File: src/rtl/useq_pkg.sv
package useq_pkg;
   typedef enum logic {PH_SETUP = 1'b0, PH_PULSE = 1'b1} useq_phase_e;
   localparam int CB_END  = 0;
   localparam int CB_LDA  = 1;
   localparam int CB_LDB  = 2;
   localparam int CB_DRV  = 3;
   localparam int CB_MINW = 4;
endpackage

File: src/rtl/useq_phase.sv
module useq_phase
   import useq_pkg::*;
#(
   parameter int STEP_W = 4
) (
   input  logic              clk_i,
   input  logic              rst_i,
   input  logic              end_i,
   output useq_phase_e       phase_o,
   output logic [STEP_W-1:0] step_o
);
   localparam logic [STEP_W-1:0] STEP_ONE = 1;

   useq_phase_e       phase_q;
   logic [STEP_W-1:0] step_q;

   always_ff @(posedge clk_i) begin
      if (rst_i) begin
         phase_q <= PH_SETUP;
         step_q  <= '0;
      end else begin
         phase_q <= (phase_q == PH_SETUP) ? PH_PULSE : PH_SETUP;
         if (phase_q == PH_PULSE) begin
            step_q <= end_i ? '0 : step_q + STEP_ONE;
         end
      end
   end

   assign phase_o = phase_q;
   assign step_o  = step_q;
endmodule

File: src/rtl/useq_table.sv
module useq_table #(
   parameter int AW = 4,
   parameter int DW = 8
) (
   input  logic          clk_i,
   input  logic          wr_en_i,
   input  logic [AW-1:0] wr_addr_i,
   input  logic [DW-1:0] wr_data_i,
   input  logic [AW-1:0] rd_addr_i,
   output logic [DW-1:0] rd_data_o
);
   localparam int DEPTH = 1 << AW;

   generate
      if (AW < 1 || AW > 10) begin : g_bad_aw
         $error("useq_table: AW out of range");
      end
      if (DW < 1) begin : g_bad_dw
         $error("useq_table: DW must be positive");
      end
   endgenerate

   logic [DW-1:0] mem_q [DEPTH];

   always_ff @(posedge clk_i) begin
      if (wr_en_i) begin
         mem_q[wr_addr_i] <= wr_data_i;
      end
   end

   assign rd_data_o = mem_q[rd_addr_i];
endmodule

File: src/rtl/useq_nor.sv
module useq_nor #(
   parameter int DATA_W = 8
) (
   input  logic              clk_i,
   input  logic              rst_i,
   input  logic              ld_a_i,
   input  logic              ld_b_i,
   input  logic              smp_i,
   input  logic              drv_i,
   input  logic [DATA_W-1:0] bus_i,
   output logic [DATA_W-1:0] bus_o,
   output logic              bus_oe_o,
   output logic              zflag_o
);
   logic [DATA_W-1:0] opa_q, opb_q, res;
   logic              zflag_q;

   always_ff @(posedge clk_i) begin
      if (rst_i) begin
         opa_q   <= '0;
         opb_q   <= '0;
         zflag_q <= 1'b0;
      end else begin
         if (ld_a_i) opa_q <= bus_i;
         if (ld_b_i) opb_q <= bus_i;
         if (smp_i)  zflag_q <= ~|res;
      end
   end

   for (genvar b = 0; b < DATA_W; b++) begin : g_gate
      assign res[b] = ~(opa_q[b] | opb_q[b]);
   end

   assign bus_o    = drv_i ? res : '0;
   assign bus_oe_o = drv_i;
   assign zflag_o  = zflag_q;
endmodule

File: src/rtl/nor_useq.sv
module nor_useq
   import useq_pkg::*;
#(
   parameter int STEP_W = 4,
   parameter int WE_W   = 8,
   parameter int OE_W   = 8,
   parameter int DATA_W = 8,
   localparam int LD_W  = (WE_W > OE_W) ? WE_W : OE_W
) (
   input  logic              clk_i,
   input  logic              rst_i,
   input  logic              ld_we_tbl_i,
   input  logic              ld_oe_tbl_i,
   input  logic [STEP_W:0]   ld_addr_i,
   input  logic [LD_W-1:0]   ld_data_i,
   input  logic [DATA_W-1:0] bus_i,
   output logic [WE_W-1:0]   we_o,
   output logic [OE_W-1:0]   oe_o,
   output logic [DATA_W-1:0] bus_o,
   output logic              bus_oe_o
);
   generate
      if (OE_W < CB_MINW) begin : g_bad_oe
         $error("nor_useq: OE_W too narrow for control bits");
      end
      if (STEP_W < 1) begin : g_bad_step
         $error("nor_useq: STEP_W must be positive");
      end
   endgenerate

   useq_phase_e       phase;
   logic [STEP_W-1:0] step;
   logic              zflag;
   logic [WE_W-1:0]   we_word;
   logic [OE_W-1:0]   oe_word;
   logic              pulse, live;

   assign live  = ~rst_i;
   assign pulse = live & (phase == PH_PULSE);

   useq_phase #(.STEP_W(STEP_W)) u_phase (
      .clk_i   (clk_i),
      .rst_i   (rst_i),
      .end_i   (oe_word[CB_END]),
      .phase_o (phase),
      .step_o  (step)
   );

   useq_table #(.AW(STEP_W), .DW(WE_W)) u_we_tbl (
      .clk_i     (clk_i),
      .wr_en_i   (ld_we_tbl_i),
      .wr_addr_i (ld_addr_i[STEP_W-1:0]),
      .wr_data_i (ld_data_i[WE_W-1:0]),
      .rd_addr_i (step),
      .rd_data_o (we_word)
   );

   useq_table #(.AW(STEP_W + 1), .DW(OE_W)) u_oe_tbl (
      .clk_i     (clk_i),
      .wr_en_i   (ld_oe_tbl_i),
      .wr_addr_i (ld_addr_i),
      .wr_data_i (ld_data_i[OE_W-1:0]),
      .rd_addr_i ({zflag, step}),
      .rd_data_o (oe_word)
   );

   useq_nor #(.DATA_W(DATA_W)) u_nor (
      .clk_i    (clk_i),
      .rst_i    (rst_i),
      .ld_a_i   (pulse & oe_word[CB_LDA]),
      .ld_b_i   (pulse & oe_word[CB_LDB]),
      .smp_i    (pulse),
      .drv_i    (live & oe_word[CB_DRV]),
      .bus_i    (bus_i),
      .bus_o    (bus_o),
      .bus_oe_o (bus_oe_o),
      .zflag_o  (zflag)
   );

   assign we_o = pulse ? we_word : '0;
   assign oe_o = live  ? oe_word : '0;
endmodule

File: config.mk
export PLATFORM = sky130hd
export DESIGN_NAME = nor_useq
export DESIGN_NICKNAME = d
export VERILOG_FILES = /design/src/rtl/useq_pkg.sv /design/src/rtl/useq_phase.sv /design/src/rtl/useq_table.sv /design/src/rtl/useq_nor.sv /design/src/rtl/nor_useq.sv
export SDC_FILE = /design/constraint.sdc
export NUM_CORES = 1
export LEC_CHECK = 0
export ABC_AREA = 0
export CORE_AREA = 3 3 229 186
export CTS_BUF_LIST = sky130_fd_sc_hd__clkbuf_8
export CTS_CLUSTER_DIAMETER = 40
export DETAILED_ROUTE_END_ITERATION = 8
export DIE_AREA = 0 0 232 189
export GPL_TIMING_DRIVEN = 0
export PLACE_DENSITY_LB_ADDON = 0.2
export SLEW_MARGIN = 40
export SYNTH_ARGS = -nofsm -noshare
export SYNTH_HDL_FRONTEND = slang
export SYNTH_SLANG_ARGS = --single-unit
export TNS_END_PERCENT = 100
File: constraint.sdc
create_clock -name clk_i -period 2.8 [get_ports clk_i]
set_input_delay 0.42 -clock clk_i [delete_from_list [all_inputs] [get_ports clk_i]]
set_output_delay 0.42 -clock clk_i [all_outputs]
set_load 0.03 [all_outputs]
==> results.toml <==
[status]
status = "finished with violations"
violations = "negative setup slack"

[power_and_ir_drop]
power.internal_mw = 9.83
power_density_nw_per_um2 = 640
peakVddDrop_uv = 259
p_leak_nw = 6.25
total_power_mw = 12.6
combPwrFrac = 0.063
switching_share = 0.220
clkPwrFrac = 0.395
switchingPower_mw = 2.77
p_seq_frac = 0.543

[place]
hpwl_um = 24900
dp.cells = 1405
dpl_cell_area_um2 = 17400
port_buffers = 49
gp_congestion = 0.835
dpl_worst_slack_ns = -1.10

[routing]
viasPerCell = 5.38
drt_pre_antenna_iters = 5
drcViolationCount = 0
wl_per_cell_um = 25.6
vias = 8403
routed_wl_um = 40000
drt_iter0_drc = 860
ant_nets = 0

[global_routing]
globalRouteTotalUtil = 0.188
antenna_found_initial = 3
grt_pass1_wl_um = 58800
grt_max_degree = 49
first_global_vias = 8627
grt_overflow = 0

[timing]
finalCritPeriodShare = 1.24
hold_viol = 0
whs_ns = 0.217
setup_tns_ns = -11.49
finalMaxSlewViolations = 0
min_period_ns = 3.46
report.final.setup_viol = 25
skew_ns = 0.0226
worst_slew_pin_slew_ns = 0.851
rsz0062_at_grt = "true"
fin_ws_ns = -0.663
slew_headroom = 0.431
fmax_mhz = 289

[floorplan]
die_w_um = 232
start_util = 0.398
io_pins = 50
die_h_um = 189
die_area_um2 = 43800
coreArea_um2 = 40500
rows = 66

[layout]
n_fill_cell = 3401
drive_gt1_frac = 0.383
final_area_um2 = 19700
syn_to_final_growth_pct = 22.3
fin_cells = 1562
final_nets = 998
fin_util = 0.486

[synth]
avgSynthCellArea_um2 = 19.9
synth_area_leaders = "edfxtp_1 (72%), mux4_2 (13%), dfxtp_1 (3.2%), mux2i_1 (2.3%), nor2_1 (1.3%)"
synth_cell_types = 42
synth_fp_nets = 834
synth_edf_count = 384
yosysTopAreaCellShare = 0.717
async_reset_ff_frac = 0
synth.yosys.warnings = 0
synth_top_area_cell = "edfxtp_1"
syn_inst = 808
synth_most_common_cell = "edfxtp_1"
yosys-top-cells-count = "edfxtp_1 (384), mux4_2 (94), nor2_1 (57)"
syn-cell-area_um2 = 16100
synth-seq-area-share = 0.749
synth-seq-cells = 410
synth_flop_cell = "edfxtp_1"

[setup_path]
path_cells = "buf_12 -> mux4_2 -> mux4_2 -> mux2i_4 -> or2_4 -> buf_6 -> inv_4 -> buf_6 -> buf_6"
crit_top_cell = "buf_6"
r2r_slack_ns = 0.11
startpoint = "u_phase.step_o[0]"
critPathCapture = "oe_o[3]"
cp-end-kind = "output pin"
r2r-start = "u_phase.step_o[0]"
timing.rr.end = "u_nor.opa_q[5]"
crit_family = "multiplexers"
required_ns = 2.38
reg2regPathDepth = 11
cp_max_fo = 5
critPathLaunchType = "flip-flop"
max_stage_delay_ns = 0.59
cp_num_buf_inv = 5
crit_slowest_cell = "mux4_2"
worstPathArrival_ns = 3.04
crit_cells = 9
worstSetupPathType = "flip-flop to output pin"

[clock_network]
clock_path_buffers = 3
path_clk_slew_ns = 0.06
clock_latency_ns = 0.61
cts_root_buffer = "clkbuf_8"
cts_tree = "yes"
clock_sinks = 410
cts_buffers = 69
h-tree-depth = 3

[worst_hold_path]
hold_path_class = "input pin to flip-flop"

[job]
maxCapViolCount = 0
worst min-delay path by stage:
stage	start	to	slack (ns)	cells past startpoint
after CTS	ld_data_i[6]	u_oe_tbl.mem_q[10][6]	0.17	1
final	ld_data_i[6]	u_oe_tbl.mem_q[16][6]	0.22	1
after global routing	ld_data_i[6]	u_oe_tbl.mem_q[10][6]	0.19	1
after floorplan	u_phase.phase_o	u_phase.phase_o	0.52	1
after detailed placement	u_nor.opa_q[4]	u_nor.zflag_o	0.59	2
after global placement	u_nor.opa_q[4]	u_nor.zflag_o	0.58	2
per-layer routing:
metal  GRT usage  vias to the layer above  routed length, µm
met1       0.289                     4427              19000
met5           0                        -                 31
met2       0.261                      303              17200
met4      0.0498                        4                665
met3      0.0540                       56               3130
li1            -                     3613                  -
area by class of cell:
| class | instances | area, µm² | area share |
|---|---|---|---|
| buffer | 41 | 422 | 0.0214 |
| antenna | 1 | 2.50 | 0.000127 |
| tap | 544 | 681 | 0.0346 |
| multi-input combinational | 352 | 4190 | 0.213 |
| inverter | 3 | 13.8 | 0.000700 |
| clock inverter | 43 | 263 | 0.0134 |
| timing repair buffer | 95 | 1040 | 0.0527 |
| clock buffer | 73 | 1000 | 0.0511 |
| sequential | 410 | 12100 | 0.613 |
layout by cell type (no fill, tap or decap), drive strengths merged, types with 3 or more instances in the layout:
master           n
nand2b          10
bufinv           3
nand3b           3
nor2b           28
inv             24
nor3            12
mux2i           37
o21ai            9
clkinv          16
edfxtp         384
mux2            17
nor2            58
and2             9
dfxtp           26
nand3            5
mux4            94
nand2           19
a211oi           8
clkdlybuf4s50   16
clkbuf          90
clkinvlp         3
a22oi           16
buf            102
a21oi            8
cell families after synthesis:
kind of cell             after synthesis  synth area share
flip-flops                           410             0.749
adder cells (fa/ha/maj)                1          0.000777
AND/OR/NAND/NOR                      150            0.0456
multiplexers                         148             0.166
buffers and inverters                 46            0.0152
AO/OA/AOI/OAI                         53            0.0229
state kept, by name (all words and copies together) (netlist names), named ones only:
register and cells:
u_nor.zflag_o 1, u_phase.phase_o 1, u_phase.step_o 4, u_we_tbl.mem_q 128, u_nor.opb_q 8, u_nor.opa_q 8, u_oe_tbl.mem_q 256
what timing repair did:
item | 4_1_cts | 5_1_grt
endpoints found under the setup margin | 25 | 29
buffers inserted | 30 | 17
resized for setup | 308 | 26
hold buffers | 0 | 0
pin swaps | 18 | 11
gates cloned | 5 | 0
power by group through the flow:
stage               registers, mW  logic (mW)  clock network, mW
detailed placement           6.95       0.650                  0
CTS                          6.83       0.770               5.10
finish                       6.83       0.792               4.97
global placement             6.96       0.631                  0
global route                 6.84       0.840               5.39
floorplan                    6.95       0.339                  0
(Power assumes the default switching activity.)
